### config.mk
export PLATFORM = sky130hd
export DESIGN_NAME = dma_arb_top
export DESIGN_NICKNAME = d
export VERILOG_FILES = /design/src/rtl/dma_arb_pkg.sv /design/src/rtl/dma_arb_regs.sv /design/src/rtl/dma_arb_prio.sv /design/src/rtl/dma_arb_fsm.sv /design/src/rtl/dma_arb_top.sv
export SDC_FILE = /design/constraint.sdc
export NUM_CORES = 1
export LEC_CHECK = 0
export ABC_CLOCK_PERIOD_IN_PS = 4130
export BUFFER_PORTS_ARGS = -buffer_cell sky130_fd_sc_hd__buf_2
export CAP_MARGIN = 20
export CORE_ASPECT_RATIO = 2
export CORE_UTILIZATION = 35
export DETAILED_ROUTE_END_ITERATION = 10
export GPL_TIMING_DRIVEN = 0
export PLACE_DENSITY = 0.53
export SLEW_MARGIN = 0
export SYNTH_ARGS = -nofsm -noshare
export SYNTH_HDL_FRONTEND = slang
export SYNTH_SLANG_ARGS = --single-unit
export TNS_END_PERCENT = 10
### constraint.sdc
create_clock -name clk -period 4.13 [get_ports clk]
set_clock_uncertainty 0.15 [all_clocks]
set_input_delay 1.239 -clock clk [delete_from_list [all_inputs] [get_ports clk]]
set_output_delay 1.239 -clock clk [all_outputs]
set_load 0.01 [all_outputs]
### src/rtl/dma_arb_pkg.sv
// Shared types for the DMA request arbiter.
// Assumes a write port with 4-bit addresses and 8-bit data.
package dma_arb_pkg;
    typedef enum logic [1:0] {
        ST_IDLE = 2'd0,
        ST_WAIT = 2'd1,
        ST_SERVE = 2'd2,
        ST_REL = 2'd3
    } arb_state_t;

    localparam logic [1:0] MODE_DEMAND = 2'b00;
    localparam logic [1:0] MODE_SINGLE = 2'b01;

    localparam logic [3:0] ADR_CMD     = 4'd0;
    localparam logic [3:0] ADR_SWREQ   = 4'd1;
    localparam logic [3:0] ADR_MASK1   = 4'd2;
    localparam logic [3:0] ADR_MODE    = 4'd3;
    localparam logic [3:0] ADR_MCLR    = 4'd4;
    localparam logic [3:0] ADR_UNMASK  = 4'd5;
    localparam logic [3:0] ADR_MASKALL = 4'd6;
endpackage

### src/rtl/dma_arb_regs.sv
// Configuration registers: command bits, masks, per-channel modes and
// software requests. Assumes NCH is a power of two and at most 4, so that
// a channel number fits in data[1:0] and a mask vector fits in data[3:0].
module dma_arb_regs
    import dma_arb_pkg::*;
#(
    parameter int NCH = 4,
    localparam int CW = $clog2(NCH)
) (
    input  logic                 clk,
    input  logic                 rst_n,
    input  logic                 wr_en,
    input  logic [3:0]           wr_addr,
    input  logic [7:0]           wr_data,
    input  logic                 svc_end,
    input  logic [CW-1:0]        svc_ch,
    output logic                 mclr,
    output logic                 ctl_dis,
    output logic                 rot_en,
    output logic                 req_lo,
    output logic                 ack_hi,
    output logic [NCH-1:0]       mask_q,
    output logic [NCH-1:0]       swreq_q,
    output logic [NCH-1:0][1:0]  mode_q
);
    logic [CW-1:0] wr_ch;

    // Decode the master clear strobe and the addressed channel.
    always_comb begin
        mclr  = wr_en && (wr_addr == ADR_MCLR);
        wr_ch = wr_data[CW-1:0];
    end

    // Command bits.
    always_ff @(posedge clk) begin
        if (!rst_n || mclr) begin
            ctl_dis <= 1'b0;
            rot_en  <= 1'b0;
            req_lo  <= 1'b0;
            ack_hi  <= 1'b0;
        end else if (wr_en && wr_addr == ADR_CMD) begin
            ctl_dis <= wr_data[5];
            rot_en  <= wr_data[4];
            req_lo  <= wr_data[6];
            ack_hi  <= wr_data[7];
        end
    end

    // Channel masks: single-bit, whole-vector and clear-all writes.
    always_ff @(posedge clk) begin
        if (!rst_n || mclr) begin
            mask_q <= '1;
        end else if (wr_en && wr_addr == ADR_MASK1) begin
            mask_q[wr_ch] <= wr_data[2];
        end else if (wr_en && wr_addr == ADR_MASKALL) begin
            mask_q <= wr_data[NCH-1:0];
        end else if (wr_en && wr_addr == ADR_UNMASK) begin
            mask_q <= '0;
        end
    end

    // Per-channel transfer modes.
    always_ff @(posedge clk) begin
        if (!rst_n || mclr) begin
            mode_q <= '0;
        end else if (wr_en && wr_addr == ADR_MODE) begin
            mode_q[wr_ch] <= wr_data[3:2];
        end
    end

    // Software requests: cleared at the end of that channel's service.
    // A write in the same cycle wins.
    always_ff @(posedge clk) begin
        if (!rst_n || mclr) begin
            swreq_q <= '0;
        end else begin
            if (svc_end) swreq_q[svc_ch] <= 1'b0;
            if (wr_en && wr_addr == ADR_SWREQ) swreq_q[wr_ch] <= wr_data[2];
        end
    end

    AST_MCLR_MASKS: assert property (@(posedge clk) disable iff (!rst_n)
        mclr |=> (&mask_q && swreq_q == '0));
endmodule

### src/rtl/dma_arb_prio.sv
// Combinational priority pick over the pending vector. In fixed mode the
// search starts at channel 0. In rotating mode it starts one above the
// last serviced channel. Assumes NCH is a power of two, so the index wraps
// naturally.
module dma_arb_prio #(
    parameter int NCH = 4,
    localparam int CW = $clog2(NCH)
) (
    input  logic [NCH-1:0] pend,
    input  logic           rot_en,
    input  logic [CW-1:0]  last_ch,
    output logic [CW-1:0]  win_ch,
    output logic           any_pend
);
    logic [CW-1:0] base;
    logic [CW-1:0] idx;
    logic          found;

    // Walk the channels from the highest-priority one and take the first hit.
    always_comb begin
        base   = rot_en ? CW'(last_ch + 1'b1) : '0;
        win_ch = '0;
        found  = 1'b0;
        idx    = '0;
        for (int i = 0; i < NCH; i++) begin
            idx = CW'(base + CW'(i));
            if (!found && pend[idx]) begin
                win_ch = idx;
                found  = 1'b1;
            end
        end
        any_pend = found;
    end
endmodule

### src/rtl/dma_arb_fsm.sv
// Hold handshake and service-period control. It raises the hold request
// and latches the winner when hold_ack arrives. It ends the service by the
// winner's mode and waits for hold_ack to fall before arbitrating again.
// Assumes the host keeps hold_ack high while hold_req is high.
module dma_arb_fsm
    import dma_arb_pkg::*;
#(
    parameter int NCH = 4,
    localparam int CW = $clog2(NCH)
) (
    input  logic                clk,
    input  logic                rst_n,
    input  logic                mclr,
    input  logic                ctl_dis,
    input  logic                hold_ack,
    input  logic                eop,
    input  logic                xfer_done,
    input  logic [NCH-1:0]      pend,
    input  logic [NCH-1:0][1:0] mode_q,
    input  logic                any_pend,
    input  logic [CW-1:0]       win_ch,
    output logic                hold_req,
    output logic [NCH-1:0]      dack_vec,
    output logic [CW-1:0]       gnt,
    output logic [CW-1:0]       last_ch,
    output logic                svc_end
);
    arb_state_t st;
    logic [1:0] mode_g;

    // Decide whether the current service period ends this cycle.
    always_comb begin
        mode_g  = mode_q[gnt];
        svc_end = (st == ST_SERVE) &&
                  (eop || (xfer_done && (mode_g == MODE_SINGLE ||
                                         (mode_g == MODE_DEMAND && !pend[gnt]))));
    end

    // State sequencing, winner latch and rotation pointer update.
    always_ff @(posedge clk) begin
        if (!rst_n || mclr) begin
            st      <= ST_IDLE;
            gnt     <= '0;
            last_ch <= CW'(NCH - 1);
        end else begin
            case (st)
                ST_IDLE:  if (!ctl_dis && any_pend) st <= ST_WAIT;
                ST_WAIT: begin
                    if (!any_pend || ctl_dis) begin
                        st <= ST_IDLE;
                    end else if (hold_ack) begin
                        st  <= ST_SERVE;
                        gnt <= win_ch;
                    end
                end
                ST_SERVE: begin
                    if (svc_end) begin
                        st      <= ST_REL;
                        last_ch <= gnt;
                    end
                end
                default:  if (!hold_ack) st <= ST_IDLE;
            endcase
        end
    end

    // Outputs decoded from the state.
    always_comb begin
        hold_req = (st == ST_WAIT) || (st == ST_SERVE);
        dack_vec = '0;
        if (st == ST_SERVE) dack_vec[gnt] = 1'b1;
    end

    AST_ACK_AFTER_HOLD: assert property (@(posedge clk) disable iff (!rst_n)
        $rose(|dack_vec) |-> $past(hold_ack));
    AST_DIS_NO_HOLD: assert property (@(posedge clk) disable iff (!rst_n)
        (st == ST_IDLE && ctl_dis) |=> !hold_req);
    AST_PTR_STILL: assert property (@(posedge clk) disable iff (!rst_n)
        (hold_req && !svc_end && !mclr) |=> $stable(last_ch));
    AST_BLOCK_KEEP: assert property (@(posedge clk) disable iff (!rst_n)
        (st == ST_SERVE && mode_g[1] && !eop && !mclr) |=> (st == ST_SERVE && $stable(gnt)));
    AST_SINGLE_DROP: assert property (@(posedge clk) disable iff (!rst_n)
        (st == ST_SERVE && mode_g == MODE_SINGLE && xfer_done) |=> !hold_req);
    AST_DEMAND_DROP: assert property (@(posedge clk) disable iff (!rst_n)
        (st == ST_SERVE && mode_g == MODE_DEMAND && xfer_done && !pend[gnt]) |=> !hold_req);
endmodule

### src/rtl/dma_arb_top.sv
// DMA request priority arbiter: polarity correction, masking, priority
// pick and the hold handshake. The datapath reports bytes on xfer_done and
// transfer ends on eop. Assumes NCH = 4 with the write-port field layout
// of the register block.
module dma_arb_top #(
    parameter int NCH = 4,
    localparam int CW = $clog2(NCH)
) (
    input  logic           clk,
    input  logic           rst_n,
    input  logic           wr_en,
    input  logic [3:0]     wr_addr,
    input  logic [7:0]     wr_data,
    input  logic [NCH-1:0] req_in,
    input  logic           hold_ack,
    input  logic           eop,
    input  logic           xfer_done,
    output logic           hold_req,
    output logic [NCH-1:0] dack,
    output logic [CW-1:0]  grant_idx,
    output logic [NCH-1:0] req_status
);
    logic                mclr, ctl_dis, rot_en, req_lo, ack_hi;
    logic [NCH-1:0]      mask_q, swreq_q, pend, dack_vec;
    logic [NCH-1:0][1:0] mode_q;
    logic [CW-1:0]       win_ch, last_ch;
    logic                any_pend, svc_end;

    dma_arb_regs #(.NCH(NCH)) u_regs (
        .clk(clk), .rst_n(rst_n), .wr_en(wr_en), .wr_addr(wr_addr),
        .wr_data(wr_data), .svc_end(svc_end), .svc_ch(grant_idx),
        .mclr(mclr), .ctl_dis(ctl_dis), .rot_en(rot_en), .req_lo(req_lo),
        .ack_hi(ack_hi), .mask_q(mask_q), .swreq_q(swreq_q), .mode_q(mode_q)
    );

    // Correct request polarity and qualify with masks and software requests.
    always_comb begin
        req_status = req_in ^ {NCH{req_lo}};
        pend       = (req_status & ~mask_q) | swreq_q;
    end

    dma_arb_prio #(.NCH(NCH)) u_prio (
        .pend(pend), .rot_en(rot_en), .last_ch(last_ch),
        .win_ch(win_ch), .any_pend(any_pend)
    );

    dma_arb_fsm #(.NCH(NCH)) u_fsm (
        .clk(clk), .rst_n(rst_n), .mclr(mclr), .ctl_dis(ctl_dis),
        .hold_ack(hold_ack), .eop(eop), .xfer_done(xfer_done), .pend(pend),
        .mode_q(mode_q), .any_pend(any_pend), .win_ch(win_ch),
        .hold_req(hold_req), .dack_vec(dack_vec), .gnt(grant_idx),
        .last_ch(last_ch), .svc_end(svc_end)
    );

    // Apply acknowledge polarity.
    always_comb dack = ack_hi ? dack_vec : ~dack_vec;

    AST_MASKED_IDLE: assert property (@(posedge clk) disable iff (!rst_n)
        (!hold_req && pend == '0) |=> !hold_req);
endmodule

==> results.yml <==
clocking:
  cts_tree: "yes"
  post_cts.resized_instances: 0
  htreeDepth: 1
  post_cts_hold_buffer_count: 0
  worstSkewPairLatency_ns: 0.28
  cts_root_buf: "sky130_fd_sc_hd__clkbuf_8"
  cts_post_setup_buffers_inserted: 0
  clk_path_buf_depth: 2
  clock-sinks: 26
  tritoncts.num_buffers: 3
  worst_setup_hold_path_clk_slew_ns: 0.10
placed_design:
  place_hpwl_mm: 3.89
  gp_routability_congestion: 0.847
  placement.io_buffers: 28
  place.detailed.instances: 305
power:
  swShare_pct: 25.9
  cellPowerDensity_mw_per_mm2: 285
  power.share.sequential_pct: 46.1
  ir_worst_vdd_v: 0.000192
  switching_power_mw: 0.146
  comb_power_share_pct: 15.5
  total_leakage_power_nw: 0.823
  p_clk_share_pct: 38.4
  internal_power_mw: 0.419
final_layout:
  post_route_cells_drive_above_1_share_pct: 14.6
  ff_latch_area_um2: 520
  antenna-diode-count: 0
  multiInputGateArea_mm2: 0.00107
  layout.cells.most_common_list: "sky130_fd_sc_hd__buf_2 (28), sky130_fd_sc_hd__dfxtp_1 (26), sky130_fd_sc_hd__a21oi_1 (24)"
  layout.cells.most_common: "sky130_fd_sc_hd__buf_2"
  nFillCells: 567
  finish.cell_count_without_fillers: 309
  finish.net_count: 281
  area_growth_from_synthesis_to_layout_pct: 16.5
setup_path:
  worst-endpoint-arrival_ns: 1.82
  crit_path_end: "req_status[3]"
  reg2reg_setup_slack_ns: 1.69
  timing.reg2reg.worst_path_depth: 7
  worst-setup-path-type: "input pin to primary output"
  setup.worst_path.start_class: "input pin"
  critical_path_peak_fanout: 3
  critPathLaunch: "req_in[3]"
  r2r_end: "u_regs.swreq_q[1]"
  timing.critical_path.required_ns: 2.74
  end_kind: "primary output"
  r2r_path_start: "u_regs.req_lo"
die:
  ioPinCount: 33
  start_util_pct: 36.6
  dieHeight_um: 101
  number_of_cell_rows: 35
  die_area_mm2: 0.00516
  placeableCoreArea_mm2: 0.00464
  dieWidth_um: 51.3
route:
  post-route-drc-count: 0
  dr.first_iter.drc_count: 54
  detail_route.wl_per_cell_um: 15.8
  drt-pass1-iter-count: 4
  antenna_left: 0
  detail_route.wirelength_mm: 4.87
  num_vias: 1711
  route.detailed.vias_per_inst: 5.54
yosys:
  post_syn_instances: 222
  synth_simple_gate_area_share_pct: 25.5
  yosys.area_share.xor_xnor_pct: 5.08
  synth_edf_count: 0
  synth-async-reset-ratio_pct: 0
  ys_warn_count: 0
  synthAdderAreaFrac_pct: 2.94
  yosys-mux-area-fraction_pct: 6.48
  synth.cell_area_mm2: 0.00170
  synth_cell_types: 44
  avgSynthCellArea_um2: 7.66
  largest_family_of_logic_cells_by_synthesized_area: "simple AND/OR/NAND/NOR gates"
  synth-compound-area-share_pct: 23.2
  yosysSeqAreaShare_pct: 30.6
  ys.flop_type: "sky130_fd_sc_hd__dfxtp_1"
  postSynthRegisterBits: 26
  syn_nets: 248
outcome:
  run_status: "complete, no violations"
timing:
  maxSlewHeadroom_pct: 60.9
  totalNegativeSetupSlack_ns: 0
  timing.final.crit_period_ns: 3.21
  rsz0062_at_grt: "false"
  worstMarginPinSlew_ns: 0.586
  maxClockFrequency_mhz: 311
  final_max_slew_viol_count: 0
  fin_crit_sh_pct: 77.8
  finalHoldViolations: 0
  finalSetupViolCount: 0
min_path:
  worstHoldPathType: "register to register"
job:
  drv.max_cap_violation_count: 0
global_routing:
  grt_usage_pct: 20.6
  largest_net_degree_at_the_start_of_global_routing: 16
  grt_pass1_vias: 1634
  grt_antenna_before_repair: 0
  gr-total-overflow: 0
  grt_pass1_wl_mm: 7.98
-- how the worst min path moves through the flow --
stage                     startpoint               end  slack (ns)  cells past startpoint
floorplan           u_regs.mode_q[1]  u_regs.mode_q[1]        0.29                      2
global placement    u_regs.mode_q[0]  u_regs.mode_q[0]        0.30                      2
detailed placement  u_regs.mode_q[1]  u_regs.mode_q[1]        0.30                      2
CTS                 u_regs.mode_q[1]  u_regs.mode_q[1]        0.31                      2
global route        u_regs.mode_q[1]  u_regs.mode_q[1]        0.33                      2
finish              u_regs.mode_q[5]  u_regs.mode_q[5]        0.31                      2
-- layout make-up --
cell class / instances / share of cell area [%]
clock inverter: 1 / 1.52
multi-input combinational: 170 / 54.3
sequential: 26 / 26.3
tap: 55 / 3.47
buffer: 16 / 3.41
inverter: 10 / 1.90
clock buffer: 3 / 2.08
timing repair buffer: 28 / 7.08
-- kinds of logic (layout without fill, tap and decap cells) --
| group | count (synthesis) | count (layout) |
|---|---|---|
| and+or+nand+nor | 86 | 86 |
| adders and majority gates | 4 | 4 |
| buffers and inverters | 26 | 58 |
| xor gates and xnor gates | 9 | 9 |
| muxes | 11 | 11 |
| AOI/OAI and AO/OA | 60 | 60 |
| DFF | 26 | 26 |
-- registers in the layout, summed over array words and instances, names as in the netlist --
name,flops
u_regs.ctl_dis,1
u_fsm.last_ch,2
u_fsm.gnt,2
u_fsm.st,2
u_regs.mode_q,8
u_regs.req_lo,1
u_regs.rot_en,1
u_regs.mask_q,4
u_regs.ack_hi,1
u_regs.swreq_q,4
-- power groups by stage --
stage	logic, mW	clock network, mW	registers [mW]
final	0.0878	0.217	0.260
after CTS	0.0888	0.221	0.261
after global placement	0.0876	0	0.266
after detailed placement	0.0882	0	0.266
after floorplan	0.0563	0	0.265
after global routing	0.0990	0.229	0.261
-- cells in the mapped netlist (2+ instances only) --
cell                       instances  area (µm²)
sky130_fd_sc_hd__inv_1            10        37.5
sky130_fd_sc_hd__nor2b_1           4        25.0
sky130_fd_sc_hd__nand2_1          23        86.3
sky130_fd_sc_hd__o211ai_1          5        37.5
sky130_fd_sc_hd__nand2b_1          3        18.8
sky130_fd_sc_hd__o21ai_0           5        25.0
sky130_fd_sc_hd__a41oi_1           2        17.5
sky130_fd_sc_hd__a31oi_1           2        12.5
sky130_fd_sc_hd__a21oi_1          24         120
sky130_fd_sc_hd__and2_1            2        12.5
sky130_fd_sc_hd__mux2i_1          11         110
sky130_fd_sc_hd__clkbuf_1         15        56.3
sky130_fd_sc_hd__nand3b_1          3        22.5
sky130_fd_sc_hd__nand4_1           3        18.8
sky130_fd_sc_hd__nor2_1           12        45.0
sky130_fd_sc_hd__a222oi_1          2        20.0
sky130_fd_sc_hd__nor3_1            4        20.0
sky130_fd_sc_hd__o31ai_1           2        15.0
sky130_fd_sc_hd__nand3_1          22         110
sky130_fd_sc_hd__a21o_1            4        30.0
sky130_fd_sc_hd__nor4_1            2        12.5
sky130_fd_sc_hd__dfxtp_1          26         521
sky130_fd_sc_hd__o311ai_0          3        26.3
sky130_fd_sc_hd__nor3b_1           2        15.0
sky130_fd_sc_hd__ha_1              4        50.1
sky130_fd_sc_hd__xor2_1            8        70.1
sky130_fd_sc_hd__nand4b_1          2        17.5
-- critical path: stages --
cell	delay, ns
sky130_fd_sc_hd__buf_2	0.10
sky130_fd_sc_hd__xor2_1	0.28
sky130_fd_sc_hd__buf_2	0.20
-- stage by stage --
step                      hold WS, ns  cell area (µm²)  total power, mW  utilization, %  setup WS [ns]
final                           0.311             1980            0.565            42.7          0.918
after global routing            0.333             1980            0.589            42.7          0.882
after CTS                       0.313             1980            0.570            42.7          0.914
after detailed placement        0.298             1910            0.355            41.1          0.838
after global placement          0.295             1910            0.354            41.1          0.826
after floorplan                 0.286             1700            0.321               -           1.14
-- metal layers --
| metal | track usage [%] | vias to the layer above | share of wire, % | routed length, µm |
|---|---|---|---|---|
| li1 | - | 868 | - | - |
| met1 | 21.9 | 813 | 38 | 1870 |
| met3 | 1.96 | 5 | 1.6 | 77 |
| met2 | 40.9 | 25 | 59 | 2870 |
| met5 | 0 | - | 0 | 0 |
| met4 | 5.41 | 0 | 1.0 | 51 |
Note: power is estimated with default switching activity, not from simulation.
